### src/rtl/alu8_pkg.sv
package alu8_pkg;

    localparam int DATA_W = 8;
    localparam int NIB_W  = 4;
    localparam int OP_W   = 4;
    localparam int FLAG_W = 8;

    localparam int POS_S  = 7;
    localparam int POS_Z  = 6;
    localparam int POS_AC = 4;
    localparam int POS_P  = 2;
    localparam int POS_CY = 0;

    // Flag byte with every live flag cleared; bit 1 is a constant one.
    localparam logic [FLAG_W-1:0] FLAG_FIXED = FLAG_W'(8'h02);

    typedef logic [DATA_W-1:0] word_t;

    typedef enum logic [OP_W-1:0] {
        OP_ADD  = 4'd0,
        OP_ADDC = 4'd1,
        OP_SUB  = 4'd2,
        OP_SUBB = 4'd3,
        OP_INC  = 4'd4,
        OP_DEC  = 4'd5,
        OP_AND  = 4'd6,
        OP_OR   = 4'd7,
        OP_XOR  = 4'd8,
        OP_NOT  = 4'd9,
        OP_CMP  = 4'd10,
        OP_PASS = 4'd11
    } alu_op_e;

    typedef struct packed {
        logic sign;
        logic zero;
        logic half;
        logic par;
        logic carry;
    } flag_t;

    typedef struct packed {
        word_t res;
        flag_t flags;
        logic  wr_acc;
        logic  upd;
    } alu_out_t;

    function automatic logic even_parity(input word_t w);
        return ~^w;
    endfunction

    function automatic logic [FLAG_W-1:0] pack_flags(input flag_t f);
        logic [FLAG_W-1:0] v;
        v         = FLAG_FIXED;
        v[POS_S]  = f.sign;
        v[POS_Z]  = f.zero;
        v[POS_AC] = f.half;
        v[POS_P]  = f.par;
        v[POS_CY] = f.carry;
        return v;
    endfunction

endpackage

### src/rtl/alu8_adder.sv
module alu8_adder #(
    parameter int W   = 8,
    parameter int NIB = 4
) (
    input  logic [W-1:0] a,
    input  logic [W-1:0] b,
    input  logic         cin,
    output logic [W-1:0] sum,
    output logic         cout,
    output logic         half_out
);
    localparam int HW = NIB + 1;

    logic [W:0]    full;
    logic [HW-1:0] low;

    always_comb begin
        full     = {1'b0, a} + {1'b0, b} + {{W{1'b0}}, cin};
        low      = {1'b0, a[NIB-1:0]} + {1'b0, b[NIB-1:0]} + {{NIB{1'b0}}, cin};
        sum      = full[W-1:0];
        cout     = full[W];
        half_out = low[NIB];
    end
endmodule

### src/rtl/alu8_core.sv
module alu8_core
    import alu8_pkg::*;
(
    input  logic [OP_W-1:0] op,
    input  word_t           a,
    input  word_t           b,
    input  flag_t           cur,
    output alu_out_t        out
);
    word_t b_eff;
    word_t logic_res;
    word_t sum;
    word_t res;
    logic  cin;
    logic  use_add;
    logic  inv_c;
    logic  keep_cy;
    logic  wr;
    logic  upd;
    logic  cout;
    logic  half;

    always_comb begin
        b_eff     = '0;
        cin       = 1'b0;
        use_add   = 1'b0;
        inv_c     = 1'b0;
        keep_cy   = 1'b0;
        logic_res = '0;
        wr        = 1'b0;
        upd       = 1'b0;
        case (alu_op_e'(op))
            OP_ADD:  begin b_eff = b;  cin = 1'b0;       use_add = 1'b1; wr = 1'b1; upd = 1'b1; end
            OP_ADDC: begin b_eff = b;  cin = cur.carry;  use_add = 1'b1; wr = 1'b1; upd = 1'b1; end
            OP_SUB:  begin b_eff = ~b; cin = 1'b1;       use_add = 1'b1; inv_c = 1'b1; wr = 1'b1; upd = 1'b1; end
            OP_SUBB: begin b_eff = ~b; cin = ~cur.carry; use_add = 1'b1; inv_c = 1'b1; wr = 1'b1; upd = 1'b1; end
            OP_CMP:  begin b_eff = ~b; cin = 1'b1;       use_add = 1'b1; inv_c = 1'b1; upd = 1'b1; end
            OP_INC:  begin b_eff = '0; cin = 1'b1;       use_add = 1'b1; keep_cy = 1'b1; wr = 1'b1; upd = 1'b1; end
            OP_DEC:  begin b_eff = '1; cin = 1'b0;       use_add = 1'b1; keep_cy = 1'b1; wr = 1'b1; upd = 1'b1; end
            OP_AND:  begin logic_res = a & b; wr = 1'b1; upd = 1'b1; end
            OP_OR:   begin logic_res = a | b; wr = 1'b1; upd = 1'b1; end
            OP_XOR:  begin logic_res = a ^ b; wr = 1'b1; upd = 1'b1; end
            OP_NOT:  begin logic_res = ~a;    wr = 1'b1; end
            OP_PASS: begin logic_res = b;     wr = 1'b1; end
            default: begin logic_res = '0; end
        endcase
    end

    alu8_adder #(
        .W   (DATA_W),
        .NIB (NIB_W)
    ) u_add (
        .a        (a),
        .b        (b_eff),
        .cin      (cin),
        .sum      (sum),
        .cout     (cout),
        .half_out (half)
    );

    always_comb begin
        res              = use_add ? sum : logic_res;
        out.res          = res;
        out.wr_acc       = wr;
        out.upd          = upd;
        out.flags.sign   = res[DATA_W-1];
        out.flags.zero   = (res == '0);
        out.flags.par    = even_parity(res);
        out.flags.half   = use_add & half;
        if (keep_cy)
            out.flags.carry = cur.carry;
        else if (use_add)
            out.flags.carry = cout ^ inv_c;
        else
            out.flags.carry = 1'b0;
    end
endmodule

### src/rtl/alu8_flagreg.sv
module alu8_flagreg
    import alu8_pkg::*;
(
    input  logic  clk,
    input  logic  rst,
    input  logic  load,
    input  flag_t d,
    output flag_t q
);
    always_ff @(posedge clk) begin
        if (rst)
            q <= '0;
        else if (load)
            q <= d;
    end
endmodule

### src/rtl/alu8_flags.sv
module alu8_flags
    import alu8_pkg::*;
(
    input  logic              clk,
    input  logic              rst,
    input  logic              op_valid,
    input  logic [OP_W-1:0]   op,
    input  logic [DATA_W-1:0] acc_in,
    input  logic [DATA_W-1:0] operand,
    output logic [DATA_W-1:0] result,
    output logic              acc_we,
    output logic [FLAG_W-1:0] flags_q
);
    flag_t    cur_flags;
    alu_out_t core_out;

    alu8_core u_core (
        .op  (op),
        .a   (acc_in),
        .b   (operand),
        .cur (cur_flags),
        .out (core_out)
    );

    alu8_flagreg u_flags (
        .clk  (clk),
        .rst  (rst),
        .load (op_valid & core_out.upd),
        .d    (core_out.flags),
        .q    (cur_flags)
    );

    assign result  = core_out.res;
    assign acc_we  = op_valid & core_out.wr_acc;
    assign flags_q = pack_flags(cur_flags);
endmodule

### config.mk
export PLATFORM = sky130hd
export DESIGN_NAME = alu8_flags
export DESIGN_NICKNAME = d
export VERILOG_FILES = /design/src/rtl/alu8_pkg.sv /design/src/rtl/alu8_adder.sv /design/src/rtl/alu8_core.sv /design/src/rtl/alu8_flagreg.sv /design/src/rtl/alu8_flags.sv
export SDC_FILE = /design/constraint.sdc
export NUM_CORES = 1
export LEC_CHECK = 0
export BUFFER_PORTS_ARGS = -buffer_cell sky130_fd_sc_hd__buf_2
export CORE_ASPECT_RATIO = 0.6
export CORE_MARGIN = 1
export CORE_UTILIZATION = 45
export DETAILED_ROUTE_END_ITERATION = 10
export PLACE_DENSITY = 0.75
export SLEW_MARGIN = 20
export SYNTH_ARGS = -nofsm -noshare
export SYNTH_HDL_FRONTEND = slang
export SYNTH_HIERARCHICAL = 1
export SYNTH_SLANG_ARGS = --single-unit
### constraint.sdc
create_clock -name clk -period 5.1 [get_ports clk]
set_input_delay 0.255 -clock clk [delete_from_list [all_inputs] [get_ports clk]]
set_output_delay 0.255 -clock clk [all_outputs]
set_load 0.03 [all_outputs]
==> impl_metrics.tcl <==
set metrics [dict create \
    synthArstFlopShare_pct 0 \
    synthCells 234 \
    die_w_um 85.4 \
    slowest_delay_ns 0.50 \
    hpwl_um 3780 \
    io_pins 40 \
    path_class "primary input to register" \
    slew_headroom_pct 59.0 \
    power_density_mw_per_mm2 191 \
    synth.distinct_cells 55 \
    grt_pass1_wl_um 7770 \
    avgViaCountPerCell 6.11 \
    setup_viol 0 \
    largest_reg_flops 5 \
    crit_slowest_cell "buf_2" \
    reg_top3 "u_flags/q x5" \
    final_common_cell "buf_2" \
    synth-edff-count 0 \
    diodes 0 \
    cts_setup_buffers 0 \
    netlist_area_mm2 0.00188 \
    hold_class "primary input to register" \
    power.share.switching_pct 47.0 \
    power.share.clock_pct 18.9 \
    routed-via-count 1840 \
    cts_hold_buf 0 \
    maxSlewViolCount 0 \
    clk_latency_ns 0.22 \
    row_count 17 \
    dieArea_mm2 0.00444 \
    wire_per_inst_um 15.9 \
    cts_root_buffer "clkbuf_8" \
    grt_antenna_before_repair 0 \
    cp-end-kind "register" \
    drtIter0Drc 187 \
    start_kind "primary input" \
    seqPwrFrac_pct 12.2 \
    yosysWarnings 6 \
    comb_power_share_pct 68.8 \
    synth_ff_type "dfxtp_1" \
    totalPowerFinal_uw 383 \
    cap_violations 0 \
    die_height_um 52.0 \
    clockBufferDepth 2 \
    finalHoldViolCount 0 \
    cp_max_fo 37 \
    route.detailed.drc 0 \
    arrival_ns 4.09 \
    htreeDepth 1 \
    path_cells "buf_2 -> nor2b_1 -> nand3b_1 -> o21ai_0 -> fa_1 -> fa_1 -> a21o_1 -> a41oi_1 -> xnor2_1 -> nand2b_1 -> a21oi_1 -> nor4_1 -> ha_1 -> xnor2_1 -> xnor2_1 -> mux2i_1 -> nor2_1" \
    dr.pass1.iters 5 \
    final.fill_count 375 \
    initial_core_util_pct 49.0 \
    grt_max_degree 38 \
    cts_num_sinks 5 \
    cp.required_ns 5.21 \
    ant_nets 0 \
    synth.ff_latch_count 5 \
    tightestPinTransition_ns 0.600 \
    routed_wl_um 4790 \
    cts_buffers 3 \
    setup_tns_ns 0 \
    fin_crit_sh_pct 78.1 \
    clock_skew_ns 0.000532 \
    syn_area_per_cell_um2 8.02 \
    rsz0062_at_grt "false" \
    fmax_ghz 0.251 \
    clk_pin_slew_ns 0.04 \
    power.internal_uw 203 \
    ys_seq_area_share_pct 5.33 \
    fin_crit_ns 3.98 \
    areaGrowthSynthToFinish_pct 6.93 \
    p_leak_nw 0.981 \
    status "finished, final reports clean" \
    max_flop_register "u_flags/q" \
    crit_top_cell "xnor2_1" \
    portBuffers 36 \
    cts-resized-gates 0 \
    p_sw_uw 180 \
    cts_tree "done" \
    globalplace.congestion 0.921 \
    ir_drop_v 0.0000866 \
    mostFrequentLayoutCells "36 x buf_2, 27 x ha_1, 21 x inv_1, 14 x a21oi_1, 13 x nor2_1" \
    core_area_mm2 0.00383 \
    nets 307 \
    final_layout_size_suffix_gt1_share_pct 20.1 \
    overflow 0 \
    track_usage_pct 22.5 \
    grt_pass1_vias 1601 \
]
[power groups by stage]
stage	combinational [mW]	clock, mW	sequential (mW)
after CTS	0.261	0.0736	0.0465
after global routing	0.290	0.0775	0.0472
after global placement	0.255	0	0.0473
after floorplan	0.200	0	0.0554
after detailed placement	0.260	0	0.0470
final	0.263	0.0725	0.0468
[cells by family after synthesis]
group                      count (synthesis)  share of synthesized area, %
adders and majority gates                 29                          20.1
other                                      2                         0.400
AOI/OAI and AO/OA                         67                          28.2
xor gates and xnor gates                   7                          3.27
buffers and inverters                     43                          13.0
and+or+nand+nor                           71                          24.3
DFF                                        5                          5.33
muxes                                     10                          5.33
[layer usage]
metal / share of wire [%] / routed length, um / GRT usage, %
met1: 50 / 2400 / 33.3
met2: 42 / 1990 / 33.9
met3: 6.7 / 322 / 4.76
met4: 1.6 / 75 / 3.06
met5: 0 / 0 / 0
[path summary, 6_finish.rpt]
path                  end  slack [ns]         start  cells past startpoint
max          u_flags/q[1]        1.12         op[1]                     17
min          u_flags/q[1]        0.27           rst                      2
max reg2reg  u_flags/q[1]        1.52  u_flags/q[0]                     15
min reg2reg  u_flags/q[3]        0.49  u_flags/q[3]                      2
[critical path: cells and delay by family]
kind | cells | cell delay [ns]
xor gates and xnor gates | 3 | 0.45
buffers and inverters | 1 | 0.50
AOI/OAI and AO/OA | 4 | 0.72
muxes | 1 | 0.13
adders and majority gates | 3 | 1.19
and+or+nand+nor | 5 | 0.83
[synth_stat cells (5+ instances only)]
| master | number | area (um2) |
|---|---|---|
| a21oi_1 | 14 | 70.1 |
| a221oi_1 | 6 | 52.6 |
| a22oi_1 | 5 | 37.5 |
| and2_1 | 5 | 31.3 |
| buf_2 | 6 | 30.0 |
| buf_4 | 10 | 75.1 |
| buf_6 | 5 | 56.3 |
| dfxtp_1 | 5 | 100 |
| ha_1 | 27 | 338 |
| inv_1 | 21 | 78.8 |
| mux2i_1 | 10 | 100 |
| nand2_1 | 8 | 30.0 |
| nand2b_1 | 9 | 56.3 |
| nor2_1 | 13 | 48.8 |
| nor2b_1 | 7 | 43.8 |
| o21ai_0 | 10 | 50.1 |
[stage by stage]
stage | util (%) | setup slack, ns | area [um2] | hold slack (ns) | std cells
detailed placement | 51.2 | 0.964 | 1960 | 0.480 | 297
global route | 52.4 | 0.762 | 2010 | 0.278 | 301
CTS | 52.4 | 1.17 | 2010 | 0.264 | 301
floorplan | - | 1.47 | 1880 | 0.327 | 235
global placement | 51.2 | 1.13 | 1960 | 0.477 | 297
finish | 52.4 | 1.12 | 2010 | 0.272 | 301
[cell type report]
class | instances | area (um2) | share of cell area [%]
multi-input cells | 187 | 1540 | 76.6
inverters | 21 | 78.8 | 3.93
repair buffers | 37 | 188 | 9.35
well taps | 47 | 58.8 | 2.93
clock buffers | 4 | 45.0 | 2.24
flip-flops and latches | 5 | 100 | 4.99
Power figures use the tool's default switching activity.
